<file path="config.mk">
export PLATFORM = sky130hd
export DESIGN_NAME = tick_timer
export DESIGN_NICKNAME = d
export VERILOG_FILES = /design/src/rtl/tt_pkg.sv /design/src/rtl/tt_compare.sv /design/src/rtl/tt_counter.sv /design/src/rtl/tt_ctrl_reg.sv /design/src/rtl/tick_timer.sv
export SDC_FILE = /design/constraint.sdc
export NUM_CORES = 1
export LEC_CHECK = 0
export BUFFER_PORTS_ARGS = -buffer_cell sky130_fd_sc_hd__buf_4
export CAP_MARGIN = 5
export CELL_PAD_IN_SITES_DETAIL_PLACEMENT = 1
export CELL_PAD_IN_SITES_GLOBAL_PLACEMENT = 1
export CORE_AREA = 2 2 123 125
export DETAILED_ROUTE_END_ITERATION = 10
export DIE_AREA = 0 0 125 127
export HOLD_SLACK_MARGIN = 0.15
export PLACE_DENSITY = 0.63
export SYNTH_ARGS = -nofsm -noshare
export SYNTH_HDL_FRONTEND = slang
export SYNTH_SLANG_ARGS = --single-unit
</file>
<file path="constraint.sdc">
create_clock -name clk -period 3.5 [get_ports clk]
set_input_delay 0.525 -clock clk [delete_from_list [all_inputs] [get_ports clk]]
set_output_delay 0.525 -clock clk [all_outputs]
set_load 0.01 [all_outputs]
</file>
<file path="src/rtl/tt_pkg.sv">
// Package: shared types and constants of the tick timer.
// Assumes a single clock domain; the mode encoding is fixed by the register layout.
package tt_pkg;

    // Action taken when the counter reaches the period value
    typedef enum logic [1:0] {
        TT_MODE_OFF     = 2'b00,
        TT_MODE_RESTART = 2'b01,
        TT_MODE_ONESHOT = 2'b10,
        TT_MODE_FREE    = 2'b11
    } tt_mode_e;

    // Register port addresses
    localparam logic TT_ADDR_COUNT = 1'b0;
    localparam logic TT_ADDR_CTRL  = 1'b1;

endpackage

</file>
<file path="src/rtl/tt_compare.sv">
// Module: tt_compare
// Works out the incremented counter value and flags a match when the low
// period bits of that value equal the programmed period. A match is only
// reported on a counting edge (step high). Purely combinational.
module tt_compare #(
    parameter int CNT_W    = 32,
    parameter int PERIOD_W = 28
) (
    input  logic [CNT_W-1:0]    count_i,
    input  logic [PERIOD_W-1:0] period_i,
    input  logic                step_i,
    output logic [CNT_W-1:0]    count_inc_o,
    output logic                hit_o
);

    // Next value of the counter and period-field compare
    always_comb begin
        count_inc_o = count_i + {{(CNT_W-1){1'b0}}, 1'b1};
        hit_o       = step_i && (count_inc_o[PERIOD_W-1:0] == period_i);
    end

endmodule

</file>
<file path="src/rtl/tt_counter.sv">
// Module: tt_counter
// The 32-bit tick counter. A register write wins over counting; a counting
// edge loads the incremented value, or zero on a restart-mode match.
// Assumes step_i is already qualified by mode, halt state and write.
module tt_counter
    import tt_pkg::*;
#(
    parameter int CNT_W = 32
) (
    input  logic             clk,
    input  logic             rst_n,
    input  logic             wr_en_i,
    input  logic [CNT_W-1:0] wdata_i,
    input  logic             step_i,
    input  logic             hit_i,
    input  tt_mode_e         mode_i,
    input  logic [CNT_W-1:0] count_inc_i,
    output logic [CNT_W-1:0] count_o
);

    // Counter register: write, then restart-on-match, then increment
    always_ff @(posedge clk) begin
        if (!rst_n) begin
            count_o <= '0;
        end else if (wr_en_i) begin
            count_o <= wdata_i;
        end else if (step_i) begin
            if (hit_i && (mode_i == TT_MODE_RESTART)) begin
                count_o <= '0;
            end else begin
                count_o <= count_inc_i;
            end
        end
    end

    AST_WRITE_WINS: assert property (@(posedge clk) disable iff (!rst_n)
        wr_en_i |=> (count_o == $past(wdata_i)));

    AST_RESTART_ZERO: assert property (@(posedge clk) disable iff (!rst_n)
        (!wr_en_i && hit_i && (mode_i == TT_MODE_RESTART)) |=> (count_o == '0));

    AST_STEP_BY_ONE: assert property (@(posedge clk) disable iff (!rst_n)
        (!wr_en_i && step_i && !(hit_i && (mode_i == TT_MODE_RESTART)))
        |=> (count_o == $past(count_o) + 1'b1));

    AST_IDLE_HOLDS: assert property (@(posedge clk) disable iff (!rst_n)
        (!wr_en_i && !step_i) |=> $stable(count_o));

endmodule

</file>
<file path="src/rtl/tt_ctrl_reg.sv">
// Module: tt_ctrl_reg
// Control word of the timer: period, interrupt enable, interrupt pending and
// mode, plus a hidden halt flag set by a one-shot match and cleared by any
// control write. Pending is set by an enabled match and cleared only by a
// write of 0 to its bit; a match in the same cycle wins over the clear.
module tt_ctrl_reg
    import tt_pkg::*;
#(
    parameter int PERIOD_W = 28,
    localparam int REG_W   = PERIOD_W + 4
) (
    input  logic                clk,
    input  logic                rst_n,
    input  logic                wr_en_i,
    input  logic [REG_W-1:0]    wdata_i,
    input  logic                hit_i,
    output logic [PERIOD_W-1:0] period_o,
    output logic                ie_o,
    output logic                pend_o,
    output tt_mode_e            mode_o,
    output logic                running_o,
    output logic [REG_W-1:0]    word_o
);

    localparam int PEND_BIT = PERIOD_W;
    localparam int IE_BIT   = PERIOD_W + 1;
    localparam int MODE_HI  = PERIOD_W + 3;

    logic halted;

    // Software-owned fields: period, enable and mode
    always_ff @(posedge clk) begin
        if (!rst_n) begin
            period_o <= '0;
            ie_o     <= 1'b0;
            mode_o   <= TT_MODE_OFF;
        end else if (wr_en_i) begin
            period_o <= wdata_i[PERIOD_W-1:0];
            ie_o     <= wdata_i[IE_BIT];
            mode_o   <= tt_mode_e'(wdata_i[MODE_HI -: 2]);
        end
    end

    // Pending flag: write-0-to-clear, set by an enabled match (set wins)
    always_ff @(posedge clk) begin
        if (!rst_n) begin
            pend_o <= 1'b0;
        end else begin
            pend_o <= (wr_en_i ? (pend_o & wdata_i[PEND_BIT]) : pend_o) | (hit_i & ie_o);
        end
    end

    // Halt flag: set at a one-shot match, released by a control write
    always_ff @(posedge clk) begin
        if (!rst_n) begin
            halted <= 1'b0;
        end else if (wr_en_i) begin
            halted <= 1'b0;
        end else if (hit_i && (mode_o == TT_MODE_ONESHOT)) begin
            halted <= 1'b1;
        end
    end

    // Counting permission and read-back view of the control word
    always_comb begin
        running_o = (mode_o != TT_MODE_OFF) && !halted;
        word_o    = {mode_o, ie_o, pend_o, period_o};
    end

    AST_PEND_SET_ON_HIT: assert property (@(posedge clk) disable iff (!rst_n)
        (hit_i && ie_o) |=> pend_o);

    AST_PEND_ONE_KEEPS: assert property (@(posedge clk) disable iff (!rst_n)
        (wr_en_i && wdata_i[PEND_BIT] && pend_o) |=> pend_o);

    AST_PEND_ZERO_CLEARS: assert property (@(posedge clk) disable iff (!rst_n)
        (wr_en_i && !wdata_i[PEND_BIT] && !(hit_i && ie_o)) |=> !pend_o);

    AST_ONESHOT_HALTS: assert property (@(posedge clk) disable iff (!rst_n)
        (!wr_en_i && hit_i && (mode_o == TT_MODE_ONESHOT)) |=> !running_o);

    AST_WRITE_RELEASES: assert property (@(posedge clk) disable iff (!rst_n)
        (wr_en_i && (wdata_i[MODE_HI -: 2] != 2'b00)) |=> running_o);

endmodule

</file>
<file path="src/rtl/tick_timer.sv">
// Module: tick_timer
// Top of the tick timer: counter, period compare and control word behind a
// one-bit-address register port. Assumes tick_i is a single-cycle strobe in
// the clk domain; reads are combinational from the current registers.
module tick_timer
    import tt_pkg::*;
#(
    parameter int CNT_W = 32,
    localparam int PERIOD_W = CNT_W - 4
) (
    input  logic             clk,
    input  logic             rst_n,
    input  logic             tick_i,
    input  logic             reg_wr_i,
    input  logic             reg_addr_i,
    input  logic [CNT_W-1:0] reg_wdata_i,
    output logic [CNT_W-1:0] reg_rdata_o,
    output logic             irq_o
);

    logic                cnt_wr;
    logic                ctrl_wr;
    logic                step;
    logic                hit;
    logic                running;
    logic                ie;
    logic                pend;
    tt_mode_e            mode;
    logic [PERIOD_W-1:0] period;
    logic [CNT_W-1:0]    count;
    logic [CNT_W-1:0]    count_inc;
    logic [CNT_W-1:0]    ctrl_word;

    // Write decode and counting qualification
    always_comb begin
        cnt_wr  = reg_wr_i && (reg_addr_i == TT_ADDR_COUNT);
        ctrl_wr = reg_wr_i && (reg_addr_i == TT_ADDR_CTRL);
        step    = tick_i && running && !cnt_wr;
    end

    tt_compare #(
        .CNT_W    (CNT_W),
        .PERIOD_W (PERIOD_W)
    ) cmp_i (
        .count_i     (count),
        .period_i    (period),
        .step_i      (step),
        .count_inc_o (count_inc),
        .hit_o       (hit)
    );

    tt_counter #(
        .CNT_W (CNT_W)
    ) cnt_i (
        .clk         (clk),
        .rst_n       (rst_n),
        .wr_en_i     (cnt_wr),
        .wdata_i     (reg_wdata_i),
        .step_i      (step),
        .hit_i       (hit),
        .mode_i      (mode),
        .count_inc_i (count_inc),
        .count_o     (count)
    );

    tt_ctrl_reg #(
        .PERIOD_W (PERIOD_W)
    ) ctrl_i (
        .clk       (clk),
        .rst_n     (rst_n),
        .wr_en_i   (ctrl_wr),
        .wdata_i   (reg_wdata_i),
        .hit_i     (hit),
        .period_o  (period),
        .ie_o      (ie),
        .pend_o    (pend),
        .mode_o    (mode),
        .running_o (running),
        .word_o    (ctrl_word)
    );

    // Read mux and interrupt output
    always_comb begin
        reg_rdata_o = (reg_addr_i == TT_ADDR_CTRL) ? ctrl_word : count;
        irq_o       = pend && ie;
    end

    AST_OFF_FROZEN: assert property (@(posedge clk) disable iff (!rst_n)
        ((mode == TT_MODE_OFF) && !cnt_wr) |=> $stable(count));

    AST_OFF_NO_HIT: assert property (@(posedge clk) disable iff (!rst_n)
        (mode == TT_MODE_OFF) |-> !hit);

    AST_FREE_CARRIES: assert property (@(posedge clk) disable iff (!rst_n)
        (hit && (mode == TT_MODE_FREE) && !cnt_wr) |=> (count == $past(count) + 1'b1));

endmodule

</file>
; Yosys cells after proc, flatten, opt, wreduce, memory -nomap -nowiden
; Index checks and enable logic that the tools add are counted.
[word_totals]
reg_bits = 65
in_bits = 37
out_inout_bits = 33
elab_cells = 34
[classes]
add_sub_neg = 1
n_eq_ne = 3
muxes = 5
bitwise_logic = 5
reduce_logical = 14
[op_table]
columns = op, n
row1 = $mux W32, 4
row2 = $add A32 B1 Y32 const B, 1
row3 = $eq A28 B28 Y1, 1
row4 = $logic_and A1 B1 Y1, 9
row5 = $reduce_bool A2 Y1, 2
row6 = $and A1 B1 Y1, 2
row7 = $eq A2 B1 Y1 const B, 1
row8 = $eq A2 B2 Y1 const B, 1
row9 = $logic_not A1 Y1, 2
row10 = $not A1 Y1, 2
row11 = $reduce_or A2 Y1, 1
row12 = $mux W1, 1
row13 = $or A1 B1 Y1, 1

; Depth between registers and ports, before layout
; Gate-level depths: netlist (run 1).
[logic_depth]
word_depth = 9
ltp_mapped = 13
ltp_nobuf = 10

; Cells and area by module
; Synthesis (run 1) repeated with hierarchy kept, for this count alone.
[hier_totals]
cells_unflattened = 543
hier_area_um2 = 5031.1
[modules_own_cells]
columns = module, instances, cells_each, area_per_inst_um2, seq_area_each_um2
row1 = tt_counter, 1, 183, 1602.8, 640.6
row2 = tt_ctrl_reg, 1, 143, 1532.7, 660.6
row3 = tt_compare, 1, 176, 1326.3, 0.0
row4 = tick_timer, 1, 41, 569.3, 0.0

; Worst setup path after synthesis (run 1)
; No wires, ideal clock.
[synth_timing]
path_type = register to register
from = register cnt_i.count_o[0]
to = register cnt_i.count_o[10]
setup_ns = 0.132
arrival_time_ns = 2.770
t_required_ns = 3.368
setup_slack_ns = 0.597
path_stages_with_launch = 13
n_path_buf = 2
synth_period_minus_slack_ns = 2.903
path_cell_list = dfxtp_1 > ha_1 > and3_1 > clkbuf_1 > nand4_1 > xnor2_1 > a2111oi_0 > o211ai_1 > nor4b_1 > nand3_1 > clkbuf_1 > o21ai_0 > a21oi_1
[synth_between]
elab_chain_len = 7
[synth_lines]
columns = item, line_no
row1 = "start, declared", tt_counter.sv:18  ; output logic [CNT_W-1:0] count_o
row2 = "start signal, assigned", tt_counter.sv:26  ; count_o <= wdata_i;
row3 = "start signal, assigned", tt_counter.sv:31  ; count_o <= count_inc_i;
row4 = $add A32 B1 Y32 *, tt_compare.sv:18  ; count_inc_o = count_i + {{(CNT_W-1){1'b0}}, 1'b1};
row5 = $eq A28 B28 Y1, tt_compare.sv:19  ; hit_o = step_i && (count_inc_o[PERIOD_W-1:0] == period_i);
row6 = $logic_and A1 B1 Y1, tt_compare.sv:19
row7 = $logic_and A1 B1 Y1, tt_counter.sv:28  ; if (hit_i && (mode_i == TT_MODE_RESTART)) begin
row8 = $mux W32 *, tt_counter.sv:28
row9 = $mux W32 *, tt_counter.sv:27  ; end else if (step_i) begin
row10 = $mux W32 *, tt_counter.sv:25  ; end else if (wr_en_i) begin
; Mark *: on every way between the ends. The rest lies on a longest branch, timed or not. The select of a mux whose other input is x is not followed.
; A chain may end at the register's enable or synchronous reset.

; Worst setup path in the final report (run 1)
[layout_timing]
from = register cnt_i.count_o[5]
to = register cnt_i.count_o[22]
; Same word-level chain as after synthesis.

==> results of run 1 <==
-- stage by stage --
step | worst slack (ns) | cell area, µm²
6_report | 0.157 | 5660
4_1_cts | 0.0121 | 5620
3_5_place_dp | 0.00237 | 5340
2_1_floorplan | 0.597 | 4550
5_1_grt | 0.0328 | 5660
3_3_place_gp | 0.149 | 5340
-- synth_stat cells (8+ instances only) --
| master | instances |
|---|---|
| sky130_fd_sc_hd__a22oi_1 | 21 |
| sky130_fd_sc_hd__dfxtp_1 | 65 |
| sky130_fd_sc_hd__mux2_2 | 26 |
| sky130_fd_sc_hd__and3_1 | 18 |
| sky130_fd_sc_hd__o21ai_0 | 30 |
| sky130_fd_sc_hd__nand3_1 | 31 |
| sky130_fd_sc_hd__xor2_1 | 13 |
| sky130_fd_sc_hd__a31oi_1 | 13 |
| sky130_fd_sc_hd__nor4_1 | 11 |
| sky130_fd_sc_hd__nand2_1 | 105 |
| sky130_fd_sc_hd__nor3_1 | 33 |
| sky130_fd_sc_hd__a21oi_1 | 58 |
| sky130_fd_sc_hd__clkbuf_1 | 39 |
| sky130_fd_sc_hd__xnor2_1 | 38 |
| sky130_fd_sc_hd__inv_1 | 8 |
| sky130_fd_sc_hd__or3_1 | 10 |
| sky130_fd_sc_hd__nand4_1 | 13 |
| sky130_fd_sc_hd__nor2_1 | 17 |
-- cell type report --
| class | instances | area (µm²) |
|---|---|---|
| Inverter | 9 | 33.8 |
| Timing Repair Buffer | 107 | 803 |
| Sequential cell | 65 | 1300 |
| Tap cell | 184 | 230 |
| Fill cell | 1792 | 8770 |
| Clock buffer | 13 | 260 |
| Multi-Input combinational cell | 489 | 3010 |
| Clock inverter | 3 | 15.0 |
-- final timing paths --
check                                                        end  depth (start not counted)
worst max register to register    cnt_i.count_o[22]$_SDFFE_PN0P_                         10
worst min register to register  ctrl_i.period_o[23]$_SDFFE_PN0P_                          2
worst max-delay path              cnt_i.count_o[22]$_SDFFE_PN0P_                         10
worst min-delay path              cnt_i.count_o[22]$_SDFFE_PN0P_                          2
-- routing by layer --
metal	track usage (%)	routed length (µm)	up-vias
met2	38.5	8410	78
met1	28.8	8360	2412
li1	-	-	2339
met5	0	0	-
met3	4.15	494	20
met4	6.27	312	0
-- report_power, final --
part           switching (µW)  total, µW  internal, µW
combinational             208        378           170
sequential               51.1        828           776
clock                     335        849           514
-- what timing repair did --
action                     4_1_cts  5_1_grt
gates cloned                     0        0
resized for setup                0        5
buffers inserted                 0        3
setup endpoints to repair        1        9
pin swaps                        1        2
-- kinds of logic (layout without fill, tap and decap cells) --
group | count (synthesis) | after routing | share of synthesized area, %
multiplexers | 26 | 26 | 6.44
buffers and inverters | 63 | 132 | 5.70
XOR/XNOR | 53 | 53 | 10.7
flip-flops | 65 | 65 | 28.6
adder cells (fa/ha/maj) | 1 | 1 | 0.275
AO/OA/AOI/OAI | 143 | 143 | 18.9
AND/OR/NAND/NOR | 266 | 266 | 29.4
-- worst register-to-register path, delay by kind of cell, from the launching register on --
family / cells / cell delay [ns]
buffers and inverters: 1 / 0.18
AO/OA/AOI/OAI: 2 / 0.40
XOR/XNOR: 1 / 0.17
AND/OR/NAND/NOR: 6 / 2.01
flip-flops: 1 / 0.50
-- state kept, by name (all words and copies together) (netlist names) --
name	cells
cnt_i.count_o	32
ctrl_i.period_o	28
ctrl_i.mode_o	2
ctrl_i.halted	1
ctrl_i.ie_o	1
ctrl_i.pend_o	1
==> results by group, run 1 <==
Status
  – Outcome: finished clean

Detailed routing
  – Wire length reported by the detailed router: between 15,000 and 20,000 µm
  – Remaining DRCs: 0
  – Number of antenna-violating nets in the routed design: 0
  – Number of DRC violations after detailed-routing iteration 0: 196
  – Average vias per placed instance: between 5 and 6
  – Vias post-DR: around 4,800
  – Number of iterations in the first detailed-routing pass: 4
  – Drt wl/cell: approximately 20 µm

STA
  – Setup violators final: 0
  – Unrepaired setup endpoints after global routing: no
  – Peak Freq: between 0.2 and 0.3 GHz
  – Maximum clock skew at final layout: ~0.0061 ns
  – Minimum clock period after layout: roughly 3.3 ns
  – Fraction of the cycle the final worst path needs: 95.5%
  – Slew HR: 27.8%
  – Number of pins with negative max-slew slack in the final report: 0
  – Number of hold violations in the final report: 0
  – Actual transition at the worst max-transition pin: around 1.1 ns
  – Total negative slack for setup checks: 0 ns
  – Worst Hold Slack: between 0.4 and 0.5 ns

GRT
  – Vias in the first global route: just over 5,000
  – Wire length of the first global-routing pass: approximately 28,000 µm
  – Overflow after GRT: 0
  – Initial antenna violation count: 0
  – Maximum number of pins on one net before global-route repair: 42
  – Total Routing Usage GR: between 20% and 30%

Layout
  – Commonest non-fill, non-tap cell in the layout: sky130_fd_sc_hd__buf_4
  – Layout net count: between 700 and 800
  – Commonest cells after routing, fill and taps aside: sky130_fd_sc_hd__buf_4 (107), sky130_fd_sc_hd__nand2_1 (105), sky130_fd_sc_hd__dfxtp_1 (63)
  – Layout area overhead: 24.5%
  – Utilization after layout: between 30% and 40%
  – Antenna cells: 0
  – Share of final-layout standard cells stronger than drive strength 1: a little under a quarter
  – Number of cells in the finished layout apart from fillers: 870

Power and ir drop
  – PD cells: 363 nW/µm²
  – Overall power consumption: 2060 µW
  – Maximum vdd drop: a little over 0.2 mV
  – Static leakage power: between 0.002 and 0.0025 µW

Clocking
  – Root Buffer Master: sky130_fd_sc_hd__clkbuf_16
  – Hold-fix buffers, CTS: 0
  – Number of buffers added by the clock tree synthesis step: 9
  – Maximum clock path buffer count: 2
  – CTS tree: yes
  – CTS HTree Levels: 3
  – Source-to-sink clock delay at the later pin of the worst-skew pair: approximately 0.34 ns
  – Number of sinks handled by clock tree synthesis: 65
  – CTS clock-pin slew for the worst setup and hold paths: approximately 0.050 ns

Floorplanning
  – Area of the die: between 15,000 and 20,000 µm²
  – Num rows: 44
  – Initial Util: about a third
  – DIE HEIGHT: between 100 and 150 µm
  – Horizontal extent of the die: 125 µm
  – Ports: 70
  – Area of the core region: about 14,000 µm²

Critical path
  – Kind of critical path: flip-flop to flip-flop
  – Slack of the worst reg-to-reg path: around 0.16 ns
  – Buffering stage count on the worst path with inverters included: 1
  – Crit path cell chain: nand3_2 > or4_1 > or4_1 > xnor2_2 > o2111a_1 > nand4_2 > nor4_4 > buf_4 > nor3_1 > o21a_1
  – Startpoint Class: flip-flop
  – Delay-heaviest family, CP: simple AND/OR/NAND/NOR gates
  – Highest cell delay on the worst timing path: ~0.62 ns
  – First element of the critical path: cnt_i.count_o[5]$_SDFFE_PN0P_
  – Max stage delay cell, worst path: sky130_fd_sc_hd__or4_1
  – Most repeated library cell on the critical path: sky130_fd_sc_hd__or4_1
  – Worst-path fanout max: 9
  – Reg-to-Reg Start: cnt_i.count_o[5]$_SDFFE_PN0P_
  – Required time of the critical path: 3.74 ns
  – Critical Path Sink Type: flip-flop
  – Worst path arrival time: around 3.6 ns

Synthesis
  – Main area contributors after synthesis: sky130_fd_sc_hd__dfxtp_1 (29%), sky130_fd_sc_hd__nand2_1 (8.7%), sky130_fd_sc_hd__xnor2_1 (7.3%)
  – Number of flops mapped to enable cells by yosys: 0
  – Number of synthesis warnings: 0
  – Ys async rst share: 0%
  – Cell type with the highest aggregate area in the netlist: sky130_fd_sc_hd__dfxtp_1
  – Proportion of synthesized chip area in sequential cells: approximately 29%
  – Syn nets: around 660
  – Post-Synthesis Mean Instance Area: 7.37 µm²
  – Number of unique standard cell types used by synthesis: 50
  – Synth top area share: 28.6%
  – Predominant post-synthesis flop cell: sky130_fd_sc_hd__dfxtp_1
  – Combined area of all synthesized cells: 4550 µm²
  – Synthesized instance count: ~620
  – Number of register bits inferred by synthesis: 65

Placement
  – HPWL after DPL: about 13,000 µm
  – Routability-driven placement congestion ratio: about 0.89
  – Count of placed standard cells including taps: 851
  – # port buffers: 69

Worst hold path
  – Hold Path Origin: rst_n
  – Tightest Hold Check Type: input port to flip-flop

Flow run
  – Count of max-cap constraint violations: 0
Note: power is estimated with default switching activity, not from simulation.
==> inputs of run 2 (changes only) <==
--- a/config.mk
+++ b/config.mk
@@ -7,13 +7,12 @@
 export LEC_CHECK = 0
 export BUFFER_PORTS_ARGS = -buffer_cell sky130_fd_sc_hd__buf_4
 export CAP_MARGIN = 5
-export CELL_PAD_IN_SITES_DETAIL_PLACEMENT = 1
-export CELL_PAD_IN_SITES_GLOBAL_PLACEMENT = 1
 export CORE_AREA = 2 2 123 125
 export DETAILED_ROUTE_END_ITERATION = 10
 export DIE_AREA = 0 0 125 127
 export HOLD_SLACK_MARGIN = 0.15
-export PLACE_DENSITY = 0.63
+export MAX_ROUTING_LAYER = met4
+export PLACE_DENSITY = 0.49
 export SYNTH_ARGS = -nofsm -noshare
 export SYNTH_HDL_FRONTEND = slang
 export SYNTH_SLANG_ARGS = --single-unit
==> run 2 against run 1 <==
Effect of this change:
- critical path type unchanged
- clock power is 5.2% lower
- wire length is 6.0% lower
- global-route usage is 0.99 points lower
- setup slack better by 0.089 ns
- first-iteration DRC count is 56% higher
- fmax is 2.7% higher
- critical endpoint unchanged
==> results by group, run 2 (synthesis gave the netlist of run 1 again) <==
STA
  – Number of pins with negative max-slew slack in the final report: 0 (unchanged)
  – Total negative slack for setup checks: 0 ns (unchanged)
  – Maximum clock skew at final layout: 0.00641 ns (+0.000279 ns)
  – Peak Freq: 0.307 GHz (+2.7%)
  – Setup violators final: 0 (unchanged)
  – Actual transition at the worst max-transition pin: 0.704 ns (-0.375 ns)
  – Minimum clock period after layout: 3.25 ns (-0.0889 ns)
  – Fraction of the cycle the final worst path needs: 93.0% (-2.5 points)
  – Unrepaired setup endpoints after global routing: no
  – Slew HR: 53.0% (+25 points)
  – Number of hold violations in the final report: 0 (unchanged)

GRT
  – Maximum number of pins on one net before global-route repair: 42 (unchanged)
  – Vias in the first global route: 4,573 (-10%)
  – Total Routing Usage GR: 21.4% (-0.99 points)
  – Initial antenna violation count: 0 (unchanged)
  – Overflow after GRT: 0 (unchanged)
  – Wire length of the first global-routing pass: 26,000 µm (-8.1%)

Clocking
  – Number of buffers added by the clock tree synthesis step: 9 (unchanged)
  – Root Buffer Master: sky130_fd_sc_hd__clkbuf_16
  – Source-to-sink clock delay at the later pin of the worst-skew pair: 0.34 ns (about the same)
  – Maximum clock path buffer count: 2 (unchanged)
  – CTS HTree Levels: 3 (unchanged)
  – CTS clock-pin slew for the worst setup and hold paths: 0.05 ns (about the same)
  – Number of sinks handled by clock tree synthesis: 65 (unchanged)
  – CTS tree: yes

Layout
  – Max reg flops: 32 (unchanged)
  – Antenna cells: 0 (unchanged)
  – Commonest non-fill, non-tap cell in the layout: sky130_fd_sc_hd__buf_4
  – Layout area overhead: 23.6%
  – Layout net count: 718 (-0.14%)
  – Regs by FF count: cnt_i.count_o (32), ctrl_i.period_o (28), ctrl_i.mode_o (2)
  – Utilization after layout: 39.0% (-0.27 points)
  – Largest Register: cnt_i.count_o
  – Commonest cells after routing, fill and taps aside: sky130_fd_sc_hd__buf_4 (106), sky130_fd_sc_hd__nand2_1 (105), sky130_fd_sc_hd__dfxtp_1 (65)
  – Share of final-layout standard cells stronger than drive strength 1: 23.0% (-0.63 points)

Floorplanning
  – Ports: 70 (unchanged)
  – Area of the core region: 14,400 µm² (unchanged)
  – Horizontal extent of the die: 125 µm (unchanged)
  – Area of the die: 15,900 µm² (unchanged)
  – Num rows: 44 (unchanged)
  – DIE HEIGHT: 127 µm (unchanged)
  – Initial Util: 31.5% (unchanged)

Power and ir drop
  – Part of the power in the clock network: 40.2% (-1.1 points)
  – Internal cell power: 1410 µW (-3.4%)
  – Net Switching: 590 µW (-0.74%)
  – Maximum vdd drop: 0.187 mV (-8.9%)
  – Combinational fraction of design power: 18.3% (about the same)
  – Static leakage power: 0.00205 µW (-1.0%)
  – Register share of total power: 41.4% (+1.1 points)
  – Sw frac: 29.5% (+0.56 points)
  – PD cells: 356 nW/µm² (-2.0%)

Detailed routing
  – Average vias per placed instance: 5.44 (-2.4%)
  – Number of antenna-violating nets in the routed design: 0 (unchanged)
  – Remaining DRCs: 0 (unchanged)
  – Number of DRC violations after detailed-routing iteration 0: 305 (+56%)
  – Drt wl/cell: 19.0 µm (-5.7%)
  – Wire length reported by the detailed router: 16,500 µm (-6.0%)
  – Vias post-DR: 4,716 (-2.7%)
  – Number of iterations in the first detailed-routing pass: 5 (+1)

Critical path
  – Critical Path Sink Type: flip-flop
  – Capturing point of the worst reg2reg path: cnt_i.count_o[22]$_SDFFE_PN0P_
  – Required time of the critical path: 3.73 ns (about the same)
  – Startpoint Class: flip-flop
  – Slack of the worst reg-to-reg path: 0.25 ns (+0.09 ns)
  – Kind of critical path: flip-flop to flip-flop
  – Path depth of the worst reg2reg path: 10 (unchanged)
  – Reg-to-Reg Start: cnt_i.count_o[5]$_SDFFE_PN0P_
  – Worst path arrival time: 3.48 ns (-0.10 ns)
  – Worst-path fanout max: 9 (unchanged)

Placement
  – HPWL after DPL: 11,900 µm (-7.9%)
  – # port buffers: 69 (unchanged)
  – Routability-driven placement congestion ratio: 0.886 (-0.18%)

Worst hold path
  – Hold Path Origin: rst_n
  – WHS Path Cells: 2 (unchanged)
  – Hold EP: cnt_i.count_o[22]$_SDFFE_PN0P_
  – Tightest Hold Check Type: input port to flip-flop

Status
  – Outcome: finished clean

Flow run
  – Count of max-cap constraint violations: 0 (unchanged)
==> run 2: cell types whose count changed in the layout (fill, tap and decap cells not counted) <==
cell,previous run,this run
sky130_fd_sc_hd__dfxtp_2,2,0
sky130_fd_sc_hd__nor3_1,32,33
sky130_fd_sc_hd__buf_4,107,106
sky130_fd_sc_hd__clkbuf_8,2,0
sky130_fd_sc_hd__dfxtp_1,63,65
sky130_fd_sc_hd__nor3_2,1,0
sky130_fd_sc_hd__clkbuf_1,2,1
sky130_fd_sc_hd__clkinvlp_4,0,1
==> run 2: area by class of cell <==
cell class	count	area, µm²
inverters	9	33.8
flip-flops and latches	65	1300
repair buffers	106	796
multi-input cells	489	3010
clock inverters	4	22.5
fillers	1557	8800
clock buffers	10	229
well taps	184	230
==> run 2: worst max path at each step <==
| stage | to | start | depth (start not counted) | slack (ns) |
|---|---|---|---|---|
| 2_1_floorplan | cnt_i.count_o[10]$_SDFFE_PN0P_ | cnt_i.count_o[0]$_SDFFE_PN0P_ | 12 | 0.60 |
| 3_3_place_gp | cnt_i.count_o[22]$_SDFFE_PN0P_ | cnt_i.count_o[0]$_SDFFE_PN0P_ | 10 | 0.29 |
| 3_5_place_dp | cnt_i.count_o[22]$_SDFFE_PN0P_ | cnt_i.count_o[0]$_SDFFE_PN0P_ | 10 | 0.22 |
| 4_1_cts | cnt_i.count_o[22]$_SDFFE_PN0P_ | cnt_i.count_o[0]$_SDFFE_PN0P_ | 10 | 0.19 |
| 5_1_grt | cnt_i.count_o[10]$_SDFFE_PN0P_ | cnt_i.count_o[0]$_SDFFE_PN0P_ | 12 | 0.03 |
| 6_report | cnt_i.count_o[22]$_SDFFE_PN0P_ | cnt_i.count_o[5]$_SDFFE_PN0P_ | 10 | 0.25 |
==> run 2: worst max-delay path, stage by stage, from the launching register on <==
cell	delay [ns]
sky130_fd_sc_hd__dfxtp_1	0.49
sky130_fd_sc_hd__nand3_2	0.26
sky130_fd_sc_hd__or4_1	0.60
sky130_fd_sc_hd__or4_1	0.56
sky130_fd_sc_hd__xnor2_2	0.17
sky130_fd_sc_hd__o2111a_1	0.20
sky130_fd_sc_hd__nand4_2	0.14
sky130_fd_sc_hd__nor4_4	0.33
sky130_fd_sc_hd__buf_4	0.16
sky130_fd_sc_hd__nor3_1	0.04
sky130_fd_sc_hd__o21a_1	0.19
==> run 2: metrics by stage <==
step,power [µW],area (µm²),hold WS [ns],std cells,setup WS (ns)
6_report,2000,5620,0.418,867,0.246
5_1_grt,2090,5620,0.412,867,0.0303
4_1_cts,2020,5590,0.402,865,0.190
3_5_place_dp,1220,5340,0.474,851,0.215
3_3_place_gp,1210,5340,0.465,851,0.288
2_1_floorplan,1060,4550,0.454,617,0.597
==> run 2: power by group through the flow <==
| stage | clock network [µW] | registers [µW] | logic (µW) |
|---|---|---|---|
| detailed placement | 0 | 844 | 371 |
| floorplan | 0 | 817 | 240 |
| CTS | 818 | 828 | 373 |
| global placement | 0 | 843 | 371 |
| finish | 805 | 829 | 367 |
| global route | 850 | 836 | 404 |
==> run 2: routing by layer <==
metal  part of all wire, %  track usage (%)  vias to the layer above
li1                      -                -                     2345
met1                    48             28.1                     2237
met2                    47             34.5                      115
met3                   3.7             2.76                       19
met4                   1.8             6.54                        0
met5                     0                -                        -
==> run 2: timing repair <==
item | CTS | global route
hold buffers | 0 | 0
setup endpoints to repair | 0 | 8
gates resized for setup | 0 | 2
setup buffers | 0 | 2
